**config.mk**
```make
export PLATFORM = sky130hd
export DESIGN_NAME = mdio_mgmt_ctrl
export DESIGN_NICKNAME = d
export VERILOG_FILES = /design/src/rtl/mdio_mgmt_pkg.sv /design/src/rtl/mdio_mgmt_clkgen.sv /design/src/rtl/mdio_mgmt_frame.sv /design/src/rtl/mdio_mgmt_regs.sv /design/src/rtl/mdio_mgmt_ctrl.sv
export SDC_FILE = /design/constraint.sdc
export NUM_CORES = 1
export LEC_CHECK = 0
export BUFFER_PORTS_ARGS = -buffer_cell sky130_fd_sc_hd__buf_2
export CAP_MARGIN = 15
export CORE_ASPECT_RATIO = 0.6
export CORE_MARGIN = 3
export CORE_UTILIZATION = 42
export DETAILED_ROUTE_END_ITERATION = 7
export HOLD_SLACK_MARGIN = 0.05
export PLACE_DENSITY = 0.68
export SLEW_MARGIN = 15
export SYNTH_ARGS = -nofsm -noshare
export SYNTH_HDL_FRONTEND = slang
export SYNTH_SLANG_ARGS = --single-unit
```
**constraint.sdc**
```tcl
create_clock -name clk_i -period 2.4 [get_ports clk_i]
set_input_delay 0.24 -clock clk_i [delete_from_list [all_inputs] [get_ports clk_i]]
set_output_delay 0.24 -clock clk_i [all_outputs]
set_load 0.02 [all_outputs]
```
**src/rtl/mdio_mgmt_pkg.sv**
```systemverilog
`timescale 1ns/1ps
package mdio_mgmt_pkg;
  localparam logic [7:0] OFS_CFG = 8'h7C;
  localparam logic [7:0] OFS_CMD = 8'h80;
  localparam logic [7:0] OFS_ADR = 8'h84;
  localparam logic [7:0] OFS_WDT = 8'h88;
  localparam logic [7:0] OFS_RDT = 8'h8C;

  localparam int unsigned PRE_LEN   = 32;
  localparam int unsigned FIELD_W   = 5;
  localparam int unsigned DATA_W    = 16;
  localparam int unsigned FRAME_LEN = PRE_LEN + 4 + 2*FIELD_W + 2 + DATA_W;
  localparam int unsigned TA_IDX    = PRE_LEN + 4 + 2*FIELD_W;
  localparam int unsigned DAT_IDX   = TA_IDX + 2;

  localparam logic [1:0] OP_RD = 2'b10;
  localparam logic [1:0] OP_WR = 2'b01;

  typedef struct packed {
    logic               wr;
    logic [FIELD_W-1:0] phy;
    logic [FIELD_W-1:0] regn;
    logic [DATA_W-1:0]  wdata;
  } mdio_req_t;
endpackage

```
**src/rtl/mdio_mgmt_clkgen.sv**
```systemverilog
`timescale 1ns/1ps
module mdio_mgmt_clkgen #(
  parameter int unsigned DIV_W = 4
) (
  input  logic             clk_i,
  input  logic             rst_ni,
  input  logic             en_i,
  input  logic [DIV_W-1:0] sel_i,
  output logic             tick_o
);
  logic [DIV_W-1:0] cnt_q;

  assign tick_o = en_i && (cnt_q == sel_i);

  always_ff @(posedge clk_i or negedge rst_ni) begin
    if (!rst_ni)     cnt_q <= '0;
    else if (!en_i)  cnt_q <= '0;
    else if (tick_o) cnt_q <= '0;
    else             cnt_q <= cnt_q + 1'b1;
  end

  AST_DIV_IN_RANGE: assert property (@(posedge clk_i) disable iff (!rst_ni)
    en_i && $stable(sel_i) |-> cnt_q <= sel_i);
endmodule

```
**src/rtl/mdio_mgmt_frame.sv**
```systemverilog
`timescale 1ns/1ps
module mdio_mgmt_frame import mdio_mgmt_pkg::*; (
  input  logic              clk_i,
  input  logic              rst_ni,
  input  logic              start_i,
  input  mdio_req_t         req_i,
  input  logic              tick_i,
  input  logic              mdio_i,
  output logic              busy_o,
  output logic              mdc_o,
  output logic              mdio_o,
  output logic              mdio_oe_o,
  output logic              rd_valid_o,
  output logic [DATA_W-1:0] rd_data_o
);
  localparam int unsigned CNT_W = $clog2(FRAME_LEN);
  localparam logic [CNT_W-1:0] LAST_BIT = CNT_W'(FRAME_LEN - 1);
  localparam logic [CNT_W-1:0] TA_BIT   = CNT_W'(TA_IDX);
  localparam logic [CNT_W-1:0] DAT_BIT  = CNT_W'(DAT_IDX);

  logic                 busy_q, mdc_q, wr_q, rdv_q;
  logic [CNT_W-1:0]     cnt_q;
  logic [FRAME_LEN-1:0] sh_q, frame_d;
  logic [DATA_W-1:0]    rsh_q;

  always_comb begin
    frame_d = {{PRE_LEN{1'b1}}, 2'b01,
               req_i.wr ? OP_WR : OP_RD,
               req_i.phy, req_i.regn,
               req_i.wr ? 2'b10 : 2'b11,
               req_i.wr ? req_i.wdata : {DATA_W{1'b1}}};
  end

  always_ff @(posedge clk_i or negedge rst_ni) begin
    if (!rst_ni) begin
      busy_q <= 1'b0;
      mdc_q  <= 1'b0;
      wr_q   <= 1'b0;
      rdv_q  <= 1'b0;
      cnt_q  <= '0;
      sh_q   <= '0;
      rsh_q  <= '0;
    end else begin
      rdv_q <= 1'b0;
      if (start_i && !busy_q) begin
        busy_q <= 1'b1;
        mdc_q  <= 1'b0;
        cnt_q  <= '0;
        wr_q   <= req_i.wr;
        sh_q   <= frame_d;
      end else if (busy_q && tick_i) begin
        if (!mdc_q) begin
          // rising MDC: sample reply bits
          mdc_q <= 1'b1;
          if (!wr_q && cnt_q >= DAT_BIT) rsh_q <= {rsh_q[DATA_W-2:0], mdio_i};
        end else begin
          // falling MDC: advance to next bit
          mdc_q <= 1'b0;
          if (cnt_q == LAST_BIT) begin
            busy_q <= 1'b0;
            rdv_q  <= !wr_q;
          end else begin
            cnt_q <= cnt_q + 1'b1;
            sh_q  <= {sh_q[FRAME_LEN-2:0], 1'b1};
          end
        end
      end
    end
  end

  assign busy_o     = busy_q;
  assign mdc_o      = mdc_q;
  assign mdio_o     = busy_q ? sh_q[FRAME_LEN-1] : 1'b1;
  assign mdio_oe_o  = busy_q && (wr_q || cnt_q < TA_BIT);
  assign rd_valid_o = rdv_q;
  assign rd_data_o  = rsh_q;

  AST_START_WHEN_IDLE: assert property (@(posedge clk_i) disable iff (!rst_ni)
    start_i |-> !busy_q);
  AST_IDLE_MDC_LOW: assert property (@(posedge clk_i) disable iff (!rst_ni)
    !busy_q |-> !mdc_q && !mdio_oe_o);
  AST_MDIO_HOLD_HIGH: assert property (@(posedge clk_i) disable iff (!rst_ni)
    mdc_q |-> $stable(mdio_o) && $stable(mdio_oe_o));
  AST_BUSY_END_LOW: assert property (@(posedge clk_i) disable iff (!rst_ni)
    $fell(busy_q) |-> !mdc_q && $past(cnt_q) == LAST_BIT);
  AST_RDV_AFTER_READ: assert property (@(posedge clk_i) disable iff (!rst_ni)
    rdv_q |-> !busy_q && !wr_q);
endmodule

```
**src/rtl/mdio_mgmt_regs.sv**
```systemverilog
`timescale 1ns/1ps
module mdio_mgmt_regs import mdio_mgmt_pkg::*; #(
  parameter int unsigned      DIV_W   = 4,
  parameter logic [DIV_W-1:0] DIV_RST = 'hD
) (
  input  logic              clk_i,
  input  logic              rst_ni,
  input  logic [7:0]        reg_addr_i,
  input  logic              reg_we_i,
  input  logic [31:0]       reg_wdata_i,
  output logic [31:0]       reg_rdata_o,
  input  logic              busy_i,
  input  logic              rd_valid_i,
  input  logic [DATA_W-1:0] rd_data_i,
  output logic              start_o,
  output mdio_req_t         req_o,
  output logic [DIV_W-1:0]  div_sel_o
);
  localparam int unsigned CFG_LSB = 2;
  localparam int unsigned PHY_LSB = 8;

  logic [DIV_W-1:0]   sel_q;
  logic [1:0]         cmd_q;
  logic               cmd_prev_q;
  logic [FIELD_W-1:0] phy_q, regn_q;
  logic [DATA_W-1:0]  wdat_q, rdat_q;
  logic               unused_wdata_hi;

  assign unused_wdata_hi = ^reg_wdata_i[31:DATA_W];

  always_ff @(posedge clk_i or negedge rst_ni) begin
    if (!rst_ni) begin
      sel_q      <= DIV_RST;
      cmd_q      <= '0;
      cmd_prev_q <= 1'b0;
      phy_q      <= '0;
      regn_q     <= '0;
      wdat_q     <= '0;
      rdat_q     <= '0;
    end else begin
      cmd_prev_q <= cmd_q[0];
      if (rd_valid_i) rdat_q <= rd_data_i;
      if (reg_we_i) begin
        unique case (reg_addr_i)
          OFS_CFG: sel_q  <= reg_wdata_i[CFG_LSB +: DIV_W];
          OFS_CMD: cmd_q  <= reg_wdata_i[1:0];
          OFS_ADR: begin
            phy_q  <= reg_wdata_i[PHY_LSB +: FIELD_W];
            regn_q <= reg_wdata_i[FIELD_W-1:0];
          end
          OFS_WDT: wdat_q <= reg_wdata_i[DATA_W-1:0];
          default: ;
        endcase
      end
    end
  end

  // edge of the level command; a rise while busy is lost on purpose
  assign start_o   = cmd_q[0] && !cmd_prev_q && !busy_i;
  assign req_o     = '{wr: cmd_q[1], phy: phy_q, regn: regn_q, wdata: wdat_q};
  assign div_sel_o = sel_q;

  always_comb begin
    reg_rdata_o = '0;
    unique case (reg_addr_i)
      OFS_CFG: reg_rdata_o = 32'(sel_q) << CFG_LSB;
      OFS_CMD: reg_rdata_o = {29'b0, busy_i, cmd_q};
      OFS_ADR: reg_rdata_o = (32'(phy_q) << PHY_LSB) | 32'(regn_q);
      OFS_WDT: reg_rdata_o = 32'(wdat_q);
      OFS_RDT: reg_rdata_o = 32'(rdat_q);
      default: reg_rdata_o = '0;
    endcase
  end

  AST_ONE_CYCLE_START: assert property (@(posedge clk_i) disable iff (!rst_ni)
    start_o |=> !start_o);
  AST_RDATA_HELD: assert property (@(posedge clk_i) disable iff (!rst_ni)
    !$past(rd_valid_i) && !rd_valid_i |=> $stable(rdat_q));
endmodule

```
**src/rtl/mdio_mgmt_ctrl.sv**
```systemverilog
`timescale 1ns/1ps
module mdio_mgmt_ctrl import mdio_mgmt_pkg::*; #(
  parameter int unsigned      DIV_W   = 4,
  parameter logic [DIV_W-1:0] DIV_RST = 'hD
) (
  input  logic        clk_i,
  input  logic        rst_ni,
  input  logic [7:0]  reg_addr_i,
  input  logic        reg_we_i,
  input  logic [31:0] reg_wdata_i,
  output logic [31:0] reg_rdata_o,
  output logic        mdc_o,
  output logic        mdio_o,
  output logic        mdio_oe_o,
  input  logic        mdio_i
);
  logic              start, busy, tick, rd_valid;
  logic [DATA_W-1:0] rd_data;
  logic [DIV_W-1:0]  div_sel;
  mdio_req_t         req;

  mdio_mgmt_regs #(.DIV_W(DIV_W), .DIV_RST(DIV_RST)) u_regs (
    .clk_i, .rst_ni, .reg_addr_i, .reg_we_i, .reg_wdata_i, .reg_rdata_o,
    .busy_i(busy), .rd_valid_i(rd_valid), .rd_data_i(rd_data),
    .start_o(start), .req_o(req), .div_sel_o(div_sel)
  );

  mdio_mgmt_clkgen #(.DIV_W(DIV_W)) u_clkgen (
    .clk_i, .rst_ni, .en_i(busy), .sel_i(div_sel), .tick_o(tick)
  );

  mdio_mgmt_frame u_frame (
    .clk_i, .rst_ni, .start_i(start), .req_i(req), .tick_i(tick),
    .mdio_i, .busy_o(busy), .mdc_o, .mdio_o, .mdio_oe_o,
    .rd_valid_o(rd_valid), .rd_data_o(rd_data)
  );

  AST_BUSY_AFTER_START: assert property (@(posedge clk_i) disable iff (!rst_ni)
    start |=> busy);
endmodule

```
# Word level (Yosys, flattened, before mapping)
# Cells that the tools add are included.
# word_totals
ff_bits	143
in_bits	44
output_inout_bits	35
wordCells	77
# classes
n_addsub	2
magnitude_cmp	2
n_eq_ne	8
n_mux	26
bitwise	3
reduce_logical	21
# op_table
operator	count
$mux 64	4
$pmux 32 s5	1
$eq 8x8->1 const B	4
$mux 6	4
$mux 16	1
$mux 1	13
$or 13x5->13	1
$eq 8x7->1 const B	1
$mux 4	2
$reduce_and 2->1	4
$logic_and 1x1->1	7
$add 6x1->6 const B	1
$eq 6x6->1 const B	1
$ge 6x6->1 const B	1
$lt 6x6->1 const B	1
$reduce_and 3->1	2
$reduce_bool 2->1	3
$add 4x1->4 const B	1
$eq 4x4->1	1
$reduce_and 4->1	1
$logic_not 1->1	3
$mux 2	1
$ne 2x1->1 const B	1
$not 1->1	2
$logic_or 1x1->1	1

# Longest topological paths before layout
# Gate-level depths: netlist of run 1.
# logic_depth
depth_word	6
depth_mapped	7
mapped_depth_nobuf	5

# Cells and area by module
# A second synthesis of run 1 with hierarchy kept.
# unflattened
hier_cells	574
area_unflattened_um2	6720.2
# modules_own_cells
module	instances	cells_per_inst	area_per_inst_um2	seq_area_each_um2
mdio_mgmt_frame	1	371	4140.2	2252.2
mdio_mgmt_regs	1	180	2347.3	1229.9
mdio_mgmt_clkgen	1	23	232.7	100.1

# Least setup slack after synthesis of run 1
# No wires, ideal clock.
# synth_timing
path_kind	flip-flop to flip-flop
startpoint	register u_regs.sel_q[2] (netlist: u_regs.div_sel_o[2])
endpoint	register u_frame.rsh_q[10] (netlist: u_frame.rd_data_o[10])
setup_ns	0.125
arrival_time_ns	1.732
required_time_ns	2.275
path_slack_ns	0.543
stages_incl_launch_ff	7
n_path_buf	2
synth_period_minus_slack_ns	1.857
path_cell_list	dfstp_2 -> xnor2_1 -> and4_1 -> buf_2 -> nand3_1 -> buf_2 -> mux2_2
# synth_via
elab_chain_len	4
# synth_lines
element	line	source
start, declared	mdio_mgmt_regs.sv:22	logic [DIV_W-1:0] sel_q;
start signal, assigned	mdio_mgmt_regs.sv:45	OFS_CFG: sel_q <= reg_wdata_i[CFG_LSB +: DIV_W];
$eq 4x4->1	mdio_mgmt_clkgen.sv:13	assign tick_o = en_i && (cnt_q == sel_i);
$logic_and 1x1->1	mdio_mgmt_clkgen.sv:13	
$logic_and 1x1->1	mdio_mgmt_frame.sv:51	end else if (busy_q && tick_i) begin
$reduce_and 4->1 (no source line)	n/a	
end signal, assigned	mdio_mgmt_frame.sv:55	if (!wr_q && cnt_q >= DAT_BIT) rsh_q <= {rsh_q[DATA_W-2:0], mdio_i};
end, declared	mdio_mgmt_frame.sv:24	logic [DATA_W-1:0] rsh_q;
# No other way between the ends.
# A chain may end at the register's enable or synchronous reset.

# Worst setup path after layout of run 1
# layout_timing
startpoint	register u_regs.cmd_q[1]
endpoint	output reg_rdata_o[1]
# layout_via
elab_chain_len	1
# layout_lines
element	line	source
start, declared	mdio_mgmt_regs.sv:23	logic [1:0] cmd_q;
start signal, assigned	mdio_mgmt_regs.sv:46	OFS_CMD: cmd_q <= reg_wdata_i[1:0];
$pmux 32 s5	mdio_mgmt_regs.sv:65	unique case (reg_addr_i)
end, declared	mdio_mgmt_ctrl.sv:11	output logic [31:0] reg_rdata_o,
# No other way between the ends.

==> results.json, run 1 <==
{
  "r2r_slack_ns": 0.31,
  "syn_inst": 612,
  "port_buffers": 46,
  "muxShareOfSynthArea": 0.145,
  "rsz0062_at_grt": "false",
  "final_cells": 874,
  "synth_top_family_by_area": "simple AND/OR/NAND/NOR gates",
  "seq_power_share": 0.401,
  "post-route-period-util": 0.905,
  "power_density_nw_per_um2": 1050,
  "r2r_cells": 4,
  "peakVddDrop_mv": 0.601,
  "async_flop_share": 1.00,
  "finClkSkew_ns": 0.00871,
  "critPathCapture": "reg_rdata_o[1]",
  "report.final.slew_viol_count": 0,
  "gp_congestion": 0.838,
  "final_cell_mix": "dfrtp_1, nand3_1, mux2_2, o21ai_0, buf_2",
  "syn2layout_area_growth_pct": 16.3,
  "crit_required_ns": 2.16,
  "outcome": "finished, final reports clean",
  "relSlewSlack": 0.400,
  "cts_resized": 0,
  "drtAntennaViolNets": 0,
  "vias": 5024,
  "placed_cells": 837,
  "syn_area_per_cell_um2": 10.9,
  "grtUsageTotal": 0.188,
  "yosysWarnings": 0,
  "grt_antenna_before_repair": 0,
  "io_pins": 79,
  "start_util": 0.433,
  "critical_path.max_fanout": 20,
  "chipHeight_um": 104,
  "fin_crit_ns": 2.17,
  "critPathKind": "reg2out",
  "synthXorXnorAreaFrac": 0.00784,
  "place_ws_ns": 0.250,
  "core_um2": 15500,
  "grt_pass1_vias": 5084,
  "hp-class": "in2reg",
  "dieArea_um2": 17600,
  "finalPower_mw": 8.20,
  "tightest_slew_ns": 0.896,
  "fmax_mhz": 460,
  "cts_buffers": 17,
  "holdWs_ns": 0.0561,
  "synthDistinctLibCells": 50,
  "cts_tree": "done",
  "final_common_cell": "dfrtp_1",
  "grt_start_max_net_pins": 67,
  "worstSetupEndpointType": "output port",
  "drt-total-wl_um": 15900,
  "synth_ff_type": "dfrtp_1",
  "setup_tns_ns": 0,
  "synth_seq_cells": 143,
  "p_int_mw": 5.36,
  "routed_via_density": 5.75,
  "clock_latency_ns": 0.42,
  "synth-adder-area-share": 0.00374,
  "reg2reg_to": "u_frame.sh_q[27]",
  "num_rows": 35,
  "nFillCells": 1352,
  "cts_buffer_depth": 2,
  "leakagePower_nw": 3.62,
  "cap_viol_max_count": 0,
  "hold_viol": 0,
  "cts_sinks": 143,
  "dr.pass1.iters": 7,
  "drc": 0,
  "die_w_um": 169,
  "cts_root_buf": "clkbuf_16",
  "drive_gt1_frac": 0.271,
  "r2r_start": "u_regs.div_sel_o[3]",
  "synth_edf_count": 0,
  "clock_power_share": 0.327,
  "combPwrFrac": 0.272,
  "drtIter0Drc": 513,
  "swShare": 0.346,
  "overflow": 0,
  "place_hpwl_um": 10600,
  "setup_ws_ns": 0.228,
  "nNetsFinal": 704,
  "crit_path_start_kind": "flip-flop",
  "clk_pin_slew_worst_paths_ns": 0.06,
  "switchingPower_mw": 2.84,
  "crit_arrival_ns": 1.93,
  "final-setup-viol-count": 0,
  "diodes": 0,
  "synth_compound_area_frac": 0.106,
  "cts_htree_levels": 4,
  "grt_pass1_wl_um": 26900,
  "yosysSeqAreaShare": 0.535,
  "synthSimpleGateAreaFrac": 0.151,
  "wl_per_cell_um": 18.2,
  "crit_start": "u_regs.cmd_q[1]",
  "synth_area_um2": 6700
}
-- final cells by class --
cell class	instances	area, µm²	share of cell area
clock buffers	20	437	0.0561
clock inverters	12	158	0.0202
inverters	3	11.3	0.00145
multi-input cells	416	2840	0.365
flip-flops and latches	143	3580	0.460
well taps	203	254	0.0326
repair buffers	77	507	0.0651
-- per-stage QoR --
step	instance area (µm²)	util
after CTS	7790	0.504
after detailed placement	7140	0.462
after global routing	7790	0.504
final	7790	0.504
after global placement	7140	0.462
after floorplan	6760	-
-- worst min path at each step --
| stage | startpoint | end | cells past startpoint |
|---|---|---|---|
| 4_1_cts | mdio_i | u_frame.rd_data_o[0] | 2 |
| 5_1_grt | reg_wdata_i[6] | u_regs.wdat_q[6] | 2 |
| 3_5_place_dp | rst_ni | u_frame.sh_q[60] | 1 |
| 3_3_place_gp | rst_ni | u_frame.sh_q[60] | 1 |
| 2_1_floorplan | rst_ni | u_clkgen.cnt_q[0] | 0 |
| 6_report | mdio_i | u_frame.rd_data_o[0] | 2 |
-- timing repair --
item                                    CTS  global route
endpoints found under the setup margin    0             0
hold buffers                              5             0
endpoints found under the hold margin    66             0
buffers inserted                          0             0
-- registers in the layout, indices dropped and copies added (netlist names), 2 cells and up --
register / cells
u_clkgen.cnt_q: 4
u_frame.cnt_q: 6
u_frame.rd_data_o: 16
u_frame.sh_q: 64
u_regs.cmd_q: 2
u_regs.div_sel_o: 4
u_regs.phy_q: 5
u_regs.rdat_q: 16
u_regs.regn_q: 5
u_regs.wdat_q: 16
-- kinds of logic after synthesis --
logic type	after synthesis
muxes	81
buffers and inverters	68
and+or+nand+nor	191
AOI/OAI and AO/OA	120
DFF	143
xor gates and xnor gates	6
other	1
adders and majority gates	2
-- Yosys cell counts, drive strengths merged (5+ instances only) --
| master | n | share of area |
|---|---|---|
| nor3b | 16 | 0.018 |
| mux2 | 69 | 0.12 |
| nand2 | 38 | 0.021 |
| clkbuf | 35 | 0.020 |
| dfrtp | 140 | 0.52 |
| nand3 | 92 | 0.071 |
| a31oi | 16 | 0.015 |
| o211ai | 13 | 0.015 |
| a22oi | 5 | 0.0056 |
| and3 | 7 | 0.0065 |
| xnor2 | 5 | 0.0065 |
| buf | 30 | 0.030 |
| o21ai | 57 | 0.043 |
| mux2i | 9 | 0.013 |
| nor2 | 18 | 0.010 |
| a21oi | 19 | 0.014 |
-- power by group through the flow --
| stage | logic (mW) | clock network, mW | registers [mW] |
|---|---|---|---|
| floorplan | 1.57 | 0 | 3.22 |
| global placement | 2.10 | 0 | 3.29 |
| detailed placement | 2.19 | 0 | 3.31 |
| CTS | 2.21 | 2.72 | 3.28 |
| global route | 2.51 | 2.83 | 3.35 |
| finish | 2.23 | 2.68 | 3.29 |
-- routing by layer --
metal	GRT usage	vias up	share of wire
li1	-	2281	-
met1	0.288	2573	0.50
met2	0.268	158	0.44
met3	0.0503	12	0.057
met4	0.0388	0	0.0053
met5	0	-	0
-- worst max-delay path, cell delays in order (launching register included) --
cell and delay [ns]:
dfrtp_1 0.62, mux4_2 0.55, and3_1 0.18, buf_2 0.15
(Power assumes the default switching activity.)
==> run 2, diff against run 1 <==
--- a/config.mk
+++ b/config.mk
@@ -16,4 +16,5 @@
 export SLEW_MARGIN = 15
 export SYNTH_ARGS = -nofsm -noshare
 export SYNTH_HDL_FRONTEND = slang
+export SYNTH_HIERARCHICAL = 1
 export SYNTH_SLANG_ARGS = --single-unit
==> run 2 against run 1 <==
The run now ends with setup timing left. Clock skew up 0.0011 ns. Power down 10%. Synthesized cell count down 6.2%. Critical path depth up 6. Area after synthesis up 0.32%. Largest power group is now the clock network. Critical endpoint is now u_frame/sh_q[27]. Global-route usage down 1.2 points. Sequential share of layout area down 2.8 points. Largest cell class unchanged.
==> results.json, run 2 <==
{
  "start_util": 0.433,
  "cp.buffers_inverters": 2,
  "r2r_start": "u_regs/div_sel_o[0]",
  "r2r_slack_ns": -0.03,
  "synth_ff_type": "dfrtp_1",
  "place_hpwl_um": 10200,
  "nNetsFinal": 707,
  "final_cell_mix": "dfrtp_1, nand2_1, mux2_2, buf_2, nor2_1",
  "clock_power_share": 0.391,
  "dieArea_um2": 17600,
  "chipHeight_um": 104,
  "crit_path_start_kind": "flip-flop",
  "critical_path.top_delay_family": "simple AND/OR/NAND/NOR gates",
  "peakVddDrop_mv": 0.447,
  "violations": "setup timing",
  "drtIter0Drc": 277,
  "largest_reg_flops": 64,
  "synth_top_area_share": 0.521,
  "yosysSeqAreaShare": 0.533,
  "rsz0062_at_grt": "true",
  "final_cells": 877,
  "clock_latency_ns": 0.42,
  "nFillCells": 1331,
  "cts_buffers": 17,
  "syn_inst": 574,
  "crit_arrival_ns": 2.73,
  "num_rows": 35,
  "seq_power_share": 0.388,
  "post-route-period-util": 1.01,
  "top_register": "u_frame/sh_q",
  "port_buffers": 46,
  "hold_path_startpoint": "reg_wdata_i[9]",
  "cts_sinks": 143,
  "synthDistinctLibCells": 51,
  "cts_tree": "done",
  "cap_viol_max_count": 0,
  "clk_pin_slew_worst_paths_ns": 0.06,
  "combPwrFrac": 0.221,
  "crit_required_ns": 2.70,
  "finClkSkew_ns": 0.00986,
  "vias": 4586,
  "setup_ws_ns": -0.0331,
  "critical_path.max_fanout": 8,
  "overflow": 0,
  "critPathKind": "reg2reg",
  "fin_crit_ns": 2.43,
  "placed_cells": 829,
  "cts_htree_levels": 4,
  "syn_area_per_cell_um2": 11.7,
  "max_stage_delay_ns": 0.56,
  "slowest_stage": "dfstp_2",
  "power_density_nw_per_um2": 888,
  "final_common_cell": "dfrtp_1",
  "gp_congestion": 0.790,
  "core_um2": 15500,
  "final-setup-viol-count": 22,
  "synth_area_leaders": "dfrtp_1, mux2_2, nand2_1, mux2i_1, buf_4",
  "r2r_cells": 9,
  "grt_start_max_net_pins": 60,
  "finish.utilization": 0.534,
  "grt_antenna_before_repair": 0,
  "hold_end": "u_regs/wdat_q[9]",
  "swShare": 0.272,
  "yosysTopAreaCell": "dfrtp_1",
  "hold_depth": 2,
  "wl_per_cell_um": 17.1,
  "worstPathCellList": "xor2_2, nor4_4, and2_4, and3_4, or2_4, a21boi_4, buf_12, buf_6, mux2_2",
  "syn2layout_area_growth_pct": 23.3,
  "synth_common_cells": "dfrtp_1, mux2_2, nand2_1",
  "p_int_mw": 5.36,
  "synth_edf_count": 0,
  "dr.pass1.iters": 6,
  "yosysWarnings": 6,
  "tightest_slew_ns": 0.837,
  "grtUsageTotal": 0.176,
  "routed_via_density": 5.23,
  "die_w_um": 169,
  "yosysMostFrequentCell": "dfrtp_1",
  "drtAntennaViolNets": 0,
  "worstSetupEndpointType": "flip-flop",
  "grt_pass1_vias": 4806,
  "diodes": 0,
  "cts_buffer_depth": 2,
  "fmax_mhz": 411,
  "relSlewSlack": 0.442,
  "io_pins": 79,
  "reg2reg_to": "u_frame/sh_q[27]",
  "switchingPower_mw": 2.00,
  "drive_gt1_frac": 0.361,
  "grt_pass1_wl_um": 24700,
  "synth_seq_cells": 143,
  "cts_root_buf": "clkbuf_16",
  "drt-total-wl_um": 15000,
  "outcome": "complete, but fails checks",
  "leakagePower_nw": 4.17,
  "hold_viol": 0,
  "hp-class": "in2reg",
  "synth_area_um2": 6720,
  "async_flop_share": 1.00,
  "drc": 0,
  "report.final.slew_viol_count": 0
}
==> run 2: changes by cell type in the layout (fill, tap and decap cells not counted), sizes merged, moves of 12 or more <==
cell,previous run,this run
a21oi,19,1
nor2,18,44
nand2,38,78
nor3b,16,2
inv,6,44
mux2,69,111
o21ai,57,8
nand3,92,1
mux2i,9,21
o211ai,13,0
buf,72,92
==> run 2: stage by stage <==
step	setup WS [ns]	TNS, ns	total power, mW	cell area [µm²]	hold slack (ns)
2_1_floorplan	-0.0128	-0.128	3.80	6780	-0.0556
4_1_cts	-0.0566	-1.59	7.24	8110	0.0515
3_5_place_dp	-0.0756	-1.84	4.21	7300	0.176
3_3_place_gp	-0.0211	-0.201	4.14	7300	0.169
5_1_grt	-0.127	-5.18	7.70	8280	0.0551
6_report	-0.0331	-0.373	7.36	8280	0.0609
==> run 2: worst max path at each step <==
stage	start	end	slack [ns]	depth (start not counted)
after floorplan	u_regs/div_sel_o[0]	u_frame/sh_q[29]	-0.01	9
after global placement	u_regs/div_sel_o[0]	u_frame/sh_q[7]	-0.02	8
after detailed placement	u_regs/div_sel_o[3]	u_frame/sh_q[7]	-0.08	8
after CTS	u_regs/div_sel_o[2]	u_frame/sh_q[14]	-0.06	9
after global routing	u_regs/div_sel_o[0]	u_frame/sh_q[61]	-0.13	9
final	u_regs/div_sel_o[0]	u_frame/sh_q[27]	-0.03	9
==> run 2: cell type report <==
| class | instances | area (µm²) | area share |
|---|---|---|---|
| Inverter | 38 | 143 | 0.0172 |
| Clock buffer | 19 | 443 | 0.0535 |
| Sequential cell | 143 | 3580 | 0.432 |
| Clock inverter | 13 | 199 | 0.0240 |
| Multi-Input combinational cell | 361 | 2870 | 0.347 |
| Timing Repair Buffer | 100 | 791 | 0.0955 |
| Tap cell | 203 | 254 | 0.0307 |
==> run 2: timing repair <==
action	in CTS	in global routing
cloned	1	1
buffers inserted	3	4
resized for setup	10	29
hold endpoints to repair	43	0
hold buffers	7	0
setup endpoints to repair	58	82
pin swaps	2	2
==> run 2: worst reg2reg max path, stage by stage (launching register included) <==
cell      delay (ns)
dfstp_2         0.56
xor2_2          0.10
nor4_4          0.33
and2_4          0.20
and3_4          0.17
or2_4           0.12
a21boi_4        0.18
buf_12          0.17
buf_6           0.15
mux2_2          0.34
==> run 2: metal layers <==
metal	up-vias	share of wire	global-route usage
li1	2104	-	-
met2	105	0.44	0.263
met1	2359	0.50	0.254
met5	-	0	0
met4	0	0.011	0.0525
met3	18	0.050	0.0433
==> run 2: kinds of logic (layout without fill, tap and decap cells) <==
group / count (synthesis) / in the layout / synth area share
other: 1 / 16 / 0.000558
xor gates and xnor gates: 6 / 6 / 0.00782
and+or+nand+nor: 151 / 151 / 0.107
buffers and inverters: 85 / 170 / 0.0672
AOI/OAI and AO/OA: 54 / 54 / 0.0579
adders and majority gates: 2 / 2 / 0.00372
DFF: 143 / 143 / 0.533
muxes: 132 / 132 / 0.223
==> run 2: power by group through the flow <==
stage	clock network (mW)	registers, mW	logic, mW
2_1_floorplan	0	2.87	0.929
5_1_grt	3.04	2.89	1.77
3_3_place_gp	0	2.87	1.27
6_report	2.87	2.86	1.63
4_1_cts	2.93	2.85	1.46
3_5_place_dp	0	2.89	1.32
